File: config.mk
export PLATFORM = sky130hd
export DESIGN_NAME = pg_perm_check
export DESIGN_NICKNAME = d
export VERILOG_FILES = /design/src/rtl/pg_perm_check.sv
export SDC_FILE = /design/constraint.sdc
export NUM_CORES = 1
export LEC_CHECK = 0
export ABC_CLOCK_PERIOD_IN_PS = 800
export BUFFER_PORTS_ARGS = -buffer_cell sky130_fd_sc_hd__buf_2
export CORE_MARGIN = 5
export CORE_UTILIZATION = 43
export CTS_BUF_LIST = sky130_fd_sc_hd__clkbuf_2
export DETAILED_ROUTE_END_ITERATION = 6
export GPL_ROUTABILITY_DRIVEN = 1
export GPL_TIMING_DRIVEN = 0
export PLACE_DENSITY_LB_ADDON = 0.2
export SKIP_LAST_GASP = 1
export SYNTH_ARGS = -nofsm -noshare
export SYNTH_HDL_FRONTEND = slang
export SYNTH_SLANG_ARGS = --single-unit
File: constraint.sdc
create_clock -name clk -period 0.8 [get_ports clk]
set_input_delay 0.16 -clock clk [delete_from_list [all_inputs] [get_ports clk]]
set_output_delay 0.16 -clock clk [all_outputs]
set_load 0.05 [all_outputs]
File: src/rtl/pg_perm_check.sv
module pg_perm_check (
  input  logic       clk,
  input  logic       rst_n,
  input  logic       req,
  input  logic       dir_present,
  input  logic       dir_write,
  input  logic       dir_user,
  input  logic       dir_acc,
  input  logic       dir_dirty,
  input  logic       dir_nx,
  input  logic       dir_rsv51,
  input  logic       dir_rsv13,
  input  logic       dir_large,
  input  logic       leaf_present,
  input  logic       leaf_write,
  input  logic       leaf_user,
  input  logic       leaf_acc,
  input  logic       leaf_dirty,
  input  logic       leaf_nx,
  input  logic       leaf_rsv51,
  input  logic       key_sel,
  input  logic       acc_user,
  input  logic       acc_write,
  input  logic       acc_fetch,
  input  logic       nx_en,
  input  logic       wp,
  input  logic       smep,
  input  logic       key_en,
  input  logic       key_ad,
  input  logic       key_wd,
  output logic       valid,
  output logic       fault,
  output logic [5:0] err_code,
  output logic       new_dir_acc,
  output logic       new_dir_dirty,
  output logic       new_leaf_acc,
  output logic       new_leaf_dirty
);

  logic dir_ok, walk_leaf, leaf_ok, path_ok;
  logic eff_w, eff_u, eff_x, kern_w;
  logic key_hit, key_f, perm_f, grant;
  logic miss_present;
  logic [5:0] err_c;

  assign dir_ok    = dir_present & ~dir_rsv51 & ~(dir_large & dir_rsv13) & ~(dir_nx & ~nx_en);
  assign walk_leaf = dir_ok & ~dir_large;
  assign leaf_ok   = leaf_present & ~leaf_rsv51 & ~(leaf_nx & ~nx_en);
  assign path_ok   = dir_ok & (dir_large | leaf_ok);

  assign eff_w  = dir_write & (dir_large | leaf_write);
  assign eff_u  = dir_user  & (dir_large | leaf_user);
  assign eff_x  = ~dir_nx   & (dir_large | ~leaf_nx);
  assign kern_w = ~wp & ~acc_user;

  assign key_hit = eff_u & ~acc_fetch & key_sel & key_en;
  assign key_f   = key_hit & (key_ad | (acc_write & key_wd & ~kern_w));
  assign perm_f  = (acc_user  & ~eff_u)
                 | (acc_write & ~eff_w & ~kern_w)
                 | (acc_fetch & ~eff_x)
                 | (acc_fetch & eff_u & smep)
                 | key_f;
  assign grant   = path_ok & ~perm_f;

  assign miss_present = dir_ok ? (~dir_large & ~leaf_present) : ~dir_present;

  assign err_c = {path_ok & key_f,
                  acc_fetch & (nx_en | smep),
                  ~path_ok & ~miss_present,
                  acc_user,
                  acc_write,
                  ~miss_present};

  always_ff @(posedge clk or negedge rst_n) begin
    if (!rst_n) begin
      valid          <= 1'b0;
      fault          <= 1'b0;
      err_code       <= '0;
      new_dir_acc    <= 1'b0;
      new_dir_dirty  <= 1'b0;
      new_leaf_acc   <= 1'b0;
      new_leaf_dirty <= 1'b0;
    end else begin
      valid <= req;
      if (req) begin
        fault          <= ~grant;
        err_code       <= err_c;
        new_dir_acc    <= dir_acc | walk_leaf | (dir_large & grant);
        new_dir_dirty  <= dir_dirty | (dir_large & grant & acc_write);
        new_leaf_acc   <= leaf_acc | (walk_leaf & grant);
        new_leaf_dirty <= leaf_dirty | (walk_leaf & grant & acc_write);
      end
    end
  end

endmodule

======== Word level (Yosys, flattened, before mapping) ========
Cells that the tools add are included.
word-level totals
  bits of input ports ..................... 29
  logic and storage cells ................. 80
  bits in registers ....................... 12
  output and inout port bits .............. 12
operators by class
  muxes and demuxes ....................... 1
  bitwise logic cells ..................... 72
operator list
  operator       count
  $and A1 B1 Y1  35
  $not A1 Y1     22
  $or A1 B1 Y1   15
  $mux W1        1

======== Logic depth before layout (Yosys ltp) ========
  word-level depth ........................ 14
  gate-level depth with buffers ........... 6
  depth with buffers taken out ............ 5

======== Worst setup path before layout ========
No wires, ideal clock.
  path kind ............................... input to register
  start point ............................. in dir_nx
  end point ............................... reg fault
  data required time ...................... 675 ps
  slack ................................... -616 ps
  stages on the path ...................... 5
  arrival time ............................ 1292 ps
  path through ............................ nor2b_1 -> nor3b_4 -> o211ai_2 -> or3_4 -> mux2_2
on the way
  cells in the longest elaborated chain, start to end .. 10
RTL lines
  what                    RTL line  text
  start: declaration      10        input logic dir_nx,
  $not A1 Y1              53        assign eff_x = ~dir_nx & (dir_large | ~leaf_nx);
  $and A1 B1 Y1           53
  $not A1 Y1              60        | (acc_fetch & ~eff_x)
  $and A1 B1 Y1           60
  $or A1 B1 Y1            60
  $or A1 B1 Y1            61        | (acc_fetch & eff_u & smep)
  $or A1 B1 Y1            62        | key_f;
  $not A1 Y1              63        assign grant = path_ok & ~perm_f;
  $and A1 B1 Y1 (*)       63
  $not A1 Y1 (*)          86        fault <= ~grant;
  end signal: assignment  86
  end: declaration        32        output logic fault,
Every way passes the cells marked *; elsewhere a longest branch is shown, timed or not.
A chain may end at the register's enable or synchronous reset.

======== Final worst setup path ========
  start point ............................. in dir_nx
  end point ............................... reg new_leaf_acc
on the way
  cells in the longest elaborated chain, start to end .. 11
RTL lines
  what                    RTL line  text
  $not A1 Y1              53
  $and A1 B1 Y1           53
  $not A1 Y1              60
  $and A1 B1 Y1           60
  $or A1 B1 Y1            60
  $or A1 B1 Y1            61
  $or A1 B1 Y1            62
  $not A1 Y1              63
  $and A1 B1 Y1           63
  $and A1 B1 Y1 (*)       90        new_leaf_acc <= leaf_acc | (walk_leaf & grant);
  $or A1 B1 Y1 (*)        90
  end signal: assignment  90
  end: declaration        36        output logic new_leaf_acc,
Marks and branches as above.

==> reports/qor.txt <==
Reg2Reg Depth: 2
Worst Path Buf+Inv: 2
Share of cells above drive strength 1: 63.6%
CP Cell Sequence: buf_6, nor2b_4, nor3b_4, buf_4, nand2b_4, or4_4, a31oi_1
Die Span Y: 48.8 um
Hold path depth: 3
Max-slew violations: 0
Total power: 1.66 mW
Most instantiated cells after synthesis: dfrtp_1, nand2_1, inv_1, o21ai_0
Clock tree buffer depth: 2
Seq cells post-synth: 12
Initial DRT Pass Iterations: 4
Wirelength, routed: 2.00 mm
Area grow syn2layout: 80.6%
Core Area: 1470 sq um
DRC Markers: 0
Final hold violations: 0
First-pass GRT wire length: 3.13 mm
RSZ-0062 raised after global routing: yes
Crit Path Max Fanout: 2
DP Cell Count: 120
Top post-synthesis cells by area: dfrtp_1, mux2_2, mux2i_1
Nets@finish: 148
Failing checks: negative setup slack
Post-synth EDFFs: 0
Final setup fails: 22
CTS tree: yes
Worst hold path class: primary input to register
Congestion Overflow GR: 0
Fin cells: 134
HPWL Detailed: 1.37 mm
Internal: 1.06 mW
Initial DRC count: 8
Detail Route Antenna Nets: 0
Inserted Clock Buffers: 3
Sw Pwr: 604 uW
Slowest CP cell: or4_4
Critical path class: primary input to register
DR WL/cell: 14.9 um
Reg area: 304 sq um
Die area: 2380 sq um
Max H-tree Level: 1
Least-Margin Pin Slew: 0.341 ns
Vias post-DR: 718
Worst hold margin: 0.122 ns
Mapped Area: 646 sq um
Period utilization: 159%
Share of the synthesized area in the top cell type: 46.5%
Clock-pin slew on the worst setup and hold paths: 0.13 ns
Cell count after synthesis: 65
Latest clock arrival within the worst-skew pair: 0.27 ns
FMAX: 0.786 GHz
Sw frac: 36.3%
Setup Skew: 0 ns
Status: finished, violations left
Seq pwr share: 41.9%
Worst path max stage delay: 0.50 ns
Mapped Avg Cell Area: 9.93 sq um
Rel. slew slack: 77.1%
Vias in the first global route: 721
Clock Power Share: 19.2%
P_leak: 0.571 nW
Combinational share of power: 38.9%
CP delay by family, top: simple AND/OR/NAND/NOR gates
Row Count: 14
DIE WIDTH: 48.8 um
Detail-routed via count per cell: 5.36
Port buffer count: 39
Initial antenna violation count: 0
Initial Util: 43.9%
Sequential-to-total area share from yosys stat: 46.5%
Largest net degree at the start of global routing: 13
Sink Count: 12
Root buffer cell: clkbuf_2
Primary FF master, synth: dfrtp_1
Clock period minus final worst setup slack: 1.27 ns
Synth warn: 0
Synth cell types: 30
Max Cap Viol: 0
Fillers: 96
Critical Path End Type: register
Top-count cell post-synth: dfrtp_1
Routability cong.: 0.715
CP startpoint kind: primary input
Syn_nets: 94
Peak supply drop: 692 uV
IO Count: 41
Number of diodes: 0
Top cell type by total area after synthesis: dfrtp_1
Final WS setup: -0.472 ns
Critical Path AT: 1.47 ns
Place WS: -0.819 ns
Ys async rst share: 100%
CP required: 0.99 ns
Pwr Density: 1430 nW/um^2
WP depth: 7
Area occupied by multi-input gates: 383 sq um
Gr usage total: 16.9%
==> tightest hold or removal path, stage by stage <==
cell and delay [ns]:
buf_2 0.08, mux2i_1 0.07, o31ai_2 0.06
==> registers in the layout, summed over array words and instances (netlist names) <==
| register | flops |
|---|---|
| new_dir_acc | 1 |
| new_leaf_dirty | 1 |
| err_code | 6 |
| new_leaf_acc | 1 |
| fault | 1 |
| new_dir_dirty | 1 |
| valid | 1 |
==> final timing paths <==
path | startpoint | end | slack, ns
setup reg to reg | err_code[5] | err_code[5] | -0.12
hold reg to reg | new_dir_dirty | new_dir_dirty | 0.56
hold / removal | leaf_dirty | new_leaf_dirty | 0.12
min in group asynchronous | rst_n | err_code[0] | 0.27
setup / recovery | dir_nx | new_leaf_acc | -0.47
max in group asynchronous | rst_n | err_code[2] | 0.29
==> cells in the final DEF (no fill, tap or decap), drive strengths merged, types with 2 or more instances in the layout <==
cell	count
dfrtp	12
dlygate4sd3	2
o21ai	7
mux2	3
nor2b	3
buf	49
mux2i	3
nor3b	2
clkbuf	4
o211ai	2
nand2	7
nor2	3
inv	5
==> layer usage <==
layer / GRT usage (%) / part of all wire, %
met5: 0 / 0
met4: 8.07 / 1.2
met3: 3.07 / 7.0
met2: 29.6 / 53
met1: 19.5 / 39
==> area by class of cell <==
| cell class | count | share of cell area, % |
|---|---|---|
| Sequential cell | 12 | 26.1 |
| Clock inverter | 1 | 0.322 |
| Inverter | 5 | 1.61 |
| Buffer | 2 | 2.15 |
| Tap cell | 16 | 1.72 |
| Multi-Input combinational cell | 45 | 32.8 |
| Clock buffer | 3 | 1.29 |
| Timing Repair Buffer | 50 | 34.0 |
==> metrics by stage <==
stage	setup TNS [ns]	cell area [sq um]	utilization (%)
2_1_floorplan	-3.16	698	-
3_3_place_gp	-5.20	913	62.1
3_5_place_dp	-5.43	913	62.1
4_1_cts	-4.88	1140	77.6
5_1_grt	-5.88	1170	79.3
6_report	-5.06	1170	79.3
==> power groups by stage <==
stage                     sequential (mW)  combinational [mW]  clock, mW
final                               0.697               0.647      0.320
after CTS                           0.695               0.622      0.317
after floorplan                     0.874               0.147          0
after detailed placement            0.695               0.498          0
after global routing                0.703               0.685      0.342
after global placement              0.692               0.490          0
==> cells by family (layout without fill, tap and decap cells) <==
logic type | after synthesis | in the layout | synth area share [%]
AND/OR/NAND/NOR | 23 | 23 | 21.5
AO/OA/AOI/OAI | 16 | 16 | 17.2
flip-flops | 12 | 12 | 46.5
buffers and inverters | 8 | 61 | 4.84
multiplexers | 6 | 6 | 9.88
==> what timing repair did <==
item,CTS,global route
pin swaps,7,6
hold buffers,2,0
buffers inserted,7,2
endpoints found under the setup margin,20,22
resized for setup,37,4
hold endpoints to repair,13,0
Note: power is estimated with default switching activity, not from simulation.
